### config.mk
export PLATFORM = sky130hd
export DESIGN_NAME = mw_eeprom
export DESIGN_NICKNAME = d
export VERILOG_FILES = /design/src/rtl/mw_eeprom.sv
export SDC_FILE = /design/constraint.sdc
export NUM_CORES = 2
export LEC_CHECK = 0
export BUFFER_PORTS_ARGS = -buffer_cell sky130_fd_sc_hd__buf_2
export CORE_ASPECT_RATIO = 0.9
export CORE_MARGIN = 2
export CORE_UTILIZATION = 41
export CTS_BUF_LIST = sky130_fd_sc_hd__clkbuf_4 sky130_fd_sc_hd__clkbuf_8 sky130_fd_sc_hd__clkbuf_16
export CTS_CLUSTER_DIAMETER = 30
export DETAILED_ROUTE_END_ITERATION = 12
export PLACE_DENSITY = 0.62
export SYNTH_ARGS = -nofsm -noshare
export SYNTH_HDL_FRONTEND = slang
export SYNTH_SLANG_ARGS = --single-unit
### constraint.sdc
create_clock -name clk -period 5.77 [get_ports clk]
set_input_delay 1.154 -clock clk [delete_from_list [all_inputs] [get_ports clk]]
set_output_delay 1.154 -clock clk [all_outputs]
set_load 0.005 [all_outputs]
### src/rtl/mw_eeprom.sv
module mw_eeprom #(
  parameter int ADDR_W       = 6,
  parameter int WRITE_CYCLES = 40
) (
  input  logic clk,
  input  logic rst_n,
  input  logic cs_i,
  input  logic sk_i,
  input  logic di_i,
  output logic do_o
);
  localparam int DEPTH = 1 << ADDR_W;
  localparam int BW    = $clog2(WRITE_CYCLES + 1);

  typedef enum logic [2:0] {S_IDLE, S_OP, S_ADR, S_DAT, S_RD, S_END} st_t;
  typedef enum logic [1:0] {P_WR, P_ER, P_ERAL, P_WRAL} pk_t;

  logic [2:0]        cs_p, sk_p;
  logic [1:0]        di_p;
  st_t               st;
  pk_t               pk;
  logic [4:0]        cnt;
  logic [1:0]        opc;
  logic [ADDR_W-1:0] adr;
  logic [15:0]       dat, rdq;
  logic              rd_out, wen, pend, busy, stat;
  logic [BW-1:0]     bcnt;
  logic [15:0]       mem [DEPTH];

  wire cs_s    = cs_p[1];
  wire di_s    = di_p[1];
  wire sk_rise = sk_p[1] & ~sk_p[2];
  wire cs_fall = ~cs_p[1] & cs_p[2];
  wire [ADDR_W-1:0] adr_n = {adr[ADDR_W-2:0], di_s};
  wire [15:0]       dat_n = {dat[14:0], di_s};
  wire [1:0]        ext   = adr_n[ADDR_W-1 -: 2];

  assign do_o = cs_s & (stat ? ~busy : rd_out);

  always_ff @(posedge clk or negedge rst_n) begin
    if (!rst_n) begin
      cs_p <= '0; sk_p <= '0; di_p <= '0;
      st <= S_IDLE; pk <= P_WR; cnt <= '0; opc <= '0;
      adr <= '0; dat <= '0; rdq <= '0;
      rd_out <= 1'b0; wen <= 1'b0; pend <= 1'b0; busy <= 1'b0; stat <= 1'b0;
      bcnt <= '0;
      for (int i = 0; i < DEPTH; i++) mem[i] <= 16'hFFFF;
    end else begin
      cs_p <= {cs_p[1:0], cs_i};
      sk_p <= {sk_p[1:0], sk_i};
      di_p <= {di_p[0], di_i};
      if (!cs_s) begin
        st     <= S_IDLE;
        rd_out <= 1'b0;
      end else if (sk_rise) begin
        case (st)
          S_IDLE: if (di_s && !busy) begin
            st   <= S_OP;
            cnt  <= '0;
            stat <= 1'b0;
          end
          S_OP: begin
            opc <= {opc[0], di_s};
            if (cnt == 5'd1) begin st <= S_ADR; cnt <= '0; end
            else cnt <= cnt + 5'd1;
          end
          S_ADR: begin
            adr <= adr_n;
            if (cnt == 5'(ADDR_W - 1)) begin
              cnt <= '0;
              case (opc)
                2'b10: begin rdq <= mem[adr_n]; rd_out <= 1'b0; st <= S_RD; end
                2'b01: st <= S_DAT;
                2'b11: begin pend <= wen; pk <= P_ER; st <= S_END; end
                default: begin
                  case (ext)
                    2'b11: begin wen <= 1'b1; st <= S_END; end
                    2'b00: begin wen <= 1'b0; st <= S_END; end
                    2'b10: begin pend <= wen; pk <= P_ERAL; st <= S_END; end
                    default: st <= S_DAT;
                  endcase
                end
              endcase
            end else cnt <= cnt + 5'd1;
          end
          S_DAT: begin
            dat <= dat_n;
            if (cnt == 5'd15) begin
              pend <= wen;
              pk   <= (opc == 2'b01) ? P_WR : P_WRAL;
              st   <= S_END;
            end else cnt <= cnt + 5'd1;
          end
          S_RD: begin
            if (cnt == 5'd16) begin
              rd_out <= 1'b0;
              st     <= S_END;
            end else begin
              rd_out <= rdq[15];
              rdq    <= {rdq[14:0], 1'b0};
              cnt    <= cnt + 5'd1;
            end
          end
          default: ;
        endcase
      end

      if (cs_fall && pend && !busy) begin
        busy <= 1'b1;
        bcnt <= BW'(WRITE_CYCLES - 1);
        stat <= 1'b1;
        pend <= 1'b0;
      end else if (busy) begin
        if (bcnt == '0) begin
          busy <= 1'b0;
          case (pk)
            P_WR:   mem[adr] <= dat;
            P_ER:   mem[adr] <= 16'hFFFF;
            P_ERAL: for (int i = 0; i < DEPTH; i++) mem[i] <= 16'hFFFF;
            default: for (int i = 0; i < DEPTH; i++) mem[i] <= dat;
          endcase
        end else bcnt <= bcnt - BW'(1);
      end
    end
  end

  a_r1_cs_low_idle: assert property (@(posedge clk) disable iff (!rst_n)
    !cs_s |=> st == S_IDLE);
  a_r2_lead_zero: assert property (@(posedge clk) disable iff (!rst_n)
    (st == S_RD && $past(st) != S_RD) |-> !rd_out);
  a_r7_enabled_on_start: assert property (@(posedge clk) disable iff (!rst_n)
    $rose(busy) |-> wen);
  a_r8_busy_bound: assert property (@(posedge clk) disable iff (!rst_n)
    busy |-> bcnt < BW'(WRITE_CYCLES));
  a_r8_end_holds: assert property (@(posedge clk) disable iff (!rst_n)
    (st == S_END && cs_s) |=> (st == S_END || !cs_p[1]));
endmodule

==> results.yml <==
run_status:
  status: "finished, final reports clean"
pwr:
  power_leakage_nw: 29.4
  power_density_nw_per_um2: 328
  max-vdd-ir-drop_mv: 0.286
yosys:
  syn-mean-instance-area_um2: 10.5
  yosys.area.top_type: "dfstp_2"
  synth_common_cells: "nor2_1 (1129), a21oi_1 (1054), dfstp_2 (1024)"
  synth_edf_count: 0
  syn_nets: 5992
  synth_top_area_share_pct: 43.1
  synth_flop_cell: "dfstp_2"
  synthDistinctLibCells: 70
  synth_area_um2: 62500
  async_flop_share_pct: 100
  ys_seq_elements: 1093
  yosysSeqAreaShare_pct: 45.8
  synth_most_common_cell: "nor2_1"
  synthTopCellsByArea: "dfstp_2 (43%), o221a_2 (18%), a21oi_1 (8.4%), nor2_1 (6.8%), mux4_2 (5.5%)"
  yosysWarnings: 0
  syn_inst: 5974
timing:
  setup_tns_ps: 0
  hold_viol: 0
  report.final.slew_viol_count: 0
  slew_headroom_pct: 4.10
  period_needed_ps: 4130
  finalSetupViolCount: 0
  post-route-period-util_pct: 71.5
  grt_setup_unrepaired: "false"
  worst-slew-pin-transition_ps: 1430
  max_clock_freq_mhz: 242
  fin_skew_ps: 56.7
worst_setup_path:
  cp-start-kind: "flop"
  crit_path_cell_trace: "inv_2, nand3_1, nor2_1, nor2_1, a21oi_1, o221a_2"
  reg2regPathDepth: 6
  critPathMostFrequentCell: "nor2_1"
  cp.required_ps: 6560
  r2r_slack_ps: 1640
  critical_path_class: "reg2reg"
  arrival_ps: 4920
  cp_slowest_cell: "nor2_1"
  reg2reg_from: "adr[3]$_DFFE_PN0P_"
  reg2reg_to: "mem[227]$_DFFE_PN1P_"
  crit_path_max_incr_delay_ps: 1430
  critPathMaxFanout: 16
  endpoint_kind: "flop"
clock_tree:
  root_buffer: "clkbuf_16"
  ctsResizeCount: 0
  cts_buffers: 276
  clockBufferDepth: 4
  clkTransAtPathRegs_ps: 50
  clk_latency_ps: 900
  cts_hold_buf: 0
  cts_tree: "built"
  ctsHtreeMaxLevel: 5
  clkSinkCount: 1093
  post_cts_buffers: 0
worst_hold_path:
  hp-start: "cs_p[0]$_DFF_PN0_"
  hold_end: "cs_p[1]$_DFF_PN0_"
  hold_path.class: "reg2reg"
  hold_depth: 0
grt:
  antenna_found_initial: 8
  grt_pass1_vias: 53900
  grt_overflow: 0
  grt_pass1_wl_um: 367000
  grt_use_total_pct: 30.7
  grt_max_degree: 184
route:
  vias: 55200
  drtIter0Drc: 7804
  wire_per_inst_um: 31.0
  ant_nets: 0
  via_per_inst: 6.97
  dr.pass1.iters: 8
  routed_wl_um: 246000
  drc: 0
job:
  cap_violations: 0
placement:
  port_buffers: 5
  dpl.hpwl_um: 138000
  place_congestion: 0.951
die:
  io_pins: 6
  core-area_um2: 151000
  die_w_um: 416
  rows: 135
  dieArea_um2: 156000
  die_h_um: 374
  start_util_pct: 41.4
cells_and_area:
  fin_nets: 5764
  fin_util_pct: 48.7
  layout-drive-gt1-share_pct: 51.8
  syn2layout_area_growth_pct: 17.6
[layout by cell type, fill, tap and decap left out, types with 22 or more instances in the layout]
cell and n:
nor2_1 1100, a21oi_1 1054, dfstp_2 1024, o221a_2 1021
clkbuf_16 283, mux2i_1 223, buf_4 186, mux4_2 152
o22ai_1 78, nand2_1 70, dfrtp_1 63, nor3_2 58
mux2_2 43, clkinv_2 40, clkbuf_8 40, nor2_2 37
clkbuf_4 37, o21ai_0 34, bufinv_16 33, nor3_1 22
[worst max path at each step]
| stage | cells after the start | startpoint | endpoint | slack, ps |
|---|---|---|---|---|
| floorplan | 8 | cnt[1]$_DFFE_PN0P_ | st[0]$_DFFE_PN0P_ | 3420 |
| global placement | 8 | adr[0]$_DFFE_PN0P_ | rdq[2]$_DFFE_PN0P_ | 1810 |
| detailed placement | 6 | adr[3]$_DFFE_PN0P_ | mem[227]$_DFFE_PN1P_ | 1880 |
| CTS | 6 | adr[3]$_DFFE_PN0P_ | mem[227]$_DFFE_PN1P_ | 1820 |
| global route | 6 | adr[3]$_DFFE_PN0P_ | mem[231]$_DFFE_PN1P_ | 1620 |
| finish | 6 | adr[3]$_DFFE_PN0P_ | mem[227]$_DFFE_PN1P_ | 1640 |
[sequential cells by signal, indices dropped and copies added (netlist names), 2 cells and up]
signal  flops
mem      1024
dat        16
rdq        16
adr         6
bcnt        6
cnt         5
cs_p        3
sk_p        3
st          3
di_p        2
opc         2
pk          2
[where the power goes]
| group | total [W] | internal (W) | switching, W |
|---|---|---|---|
| sequential | 0.00775 | 0.00773 | 0.0000257 |
| combinational | 0.000428 | 0.000116 | 0.000312 |
| clock | 0.0159 | 0.0110 | 0.00487 |
[critical path: cells and delay by family, from the launching register on]
| kind | cells | cell delay (ps) |
|---|---|---|
| AND/OR/NAND/NOR | 3 | 2420 |
| buffers and inverters | 1 | 530 |
| flip-flops | 1 | 620 |
| AO/OA/AOI/OAI | 2 | 410 |
[cell type report]
cell class                      instances  area (um2)
Sequential cell                      1093       28600
Tap cell                             1986        2480
Inverter                               16        60.1
Timing Repair Buffer                  210        1800
Fill cell                           13200       77300
Clock buffer                          360        7910
Clock inverter                        114        1520
Multi-Input combinational cell       4149       31100
Antenna cell                            2        5.00
[cells by family after synthesis]
| group | count (synthesis) | share of synthesized area [%] |
|---|---|---|
| buffers and inverters | 732 | 5.09 |
| adders and majority gates | 13 | 0.260 |
| muxes | 418 | 9.83 |
| AOI/OAI and AO/OA | 2303 | 29.4 |
| xor gates and xnor gates | 5 | 0.0701 |
| and+or+nand+nor | 1410 | 9.49 |
| DFF | 1093 | 45.8 |
[through the flow]
| stage | power, W | hold slack [ps] | worst slack, ps | std cells | area, um2 |
|---|---|---|---|---|---|
| floorplan | 0.00804 | 331 | 3420 | 5974 | 62500 |
| global placement | 0.00828 | 348 | 1810 | 7453 | 64100 |
| detailed placement | 0.00828 | 338 | 1880 | 7453 | 64100 |
| CTS | 0.0242 | 345 | 1820 | 7927 | 73500 |
| global route | 0.0246 | 357 | 1620 | 7928 | 73500 |
| finish | 0.0241 | 348 | 1640 | 7930 | 73500 |
[routing by layer]
layer | wire length, um | global-route usage, % | vias up
li1 | - | - | 22600
met5 | 57 | 0 | -
met2 | 102000 | 42.4 | 3454
met1 | 102000 | 43.6 | 28400
met4 | 11800 | 14.7 | 8
met3 | 29100 | 9.19 | 717
(Power assumes the default switching activity.)
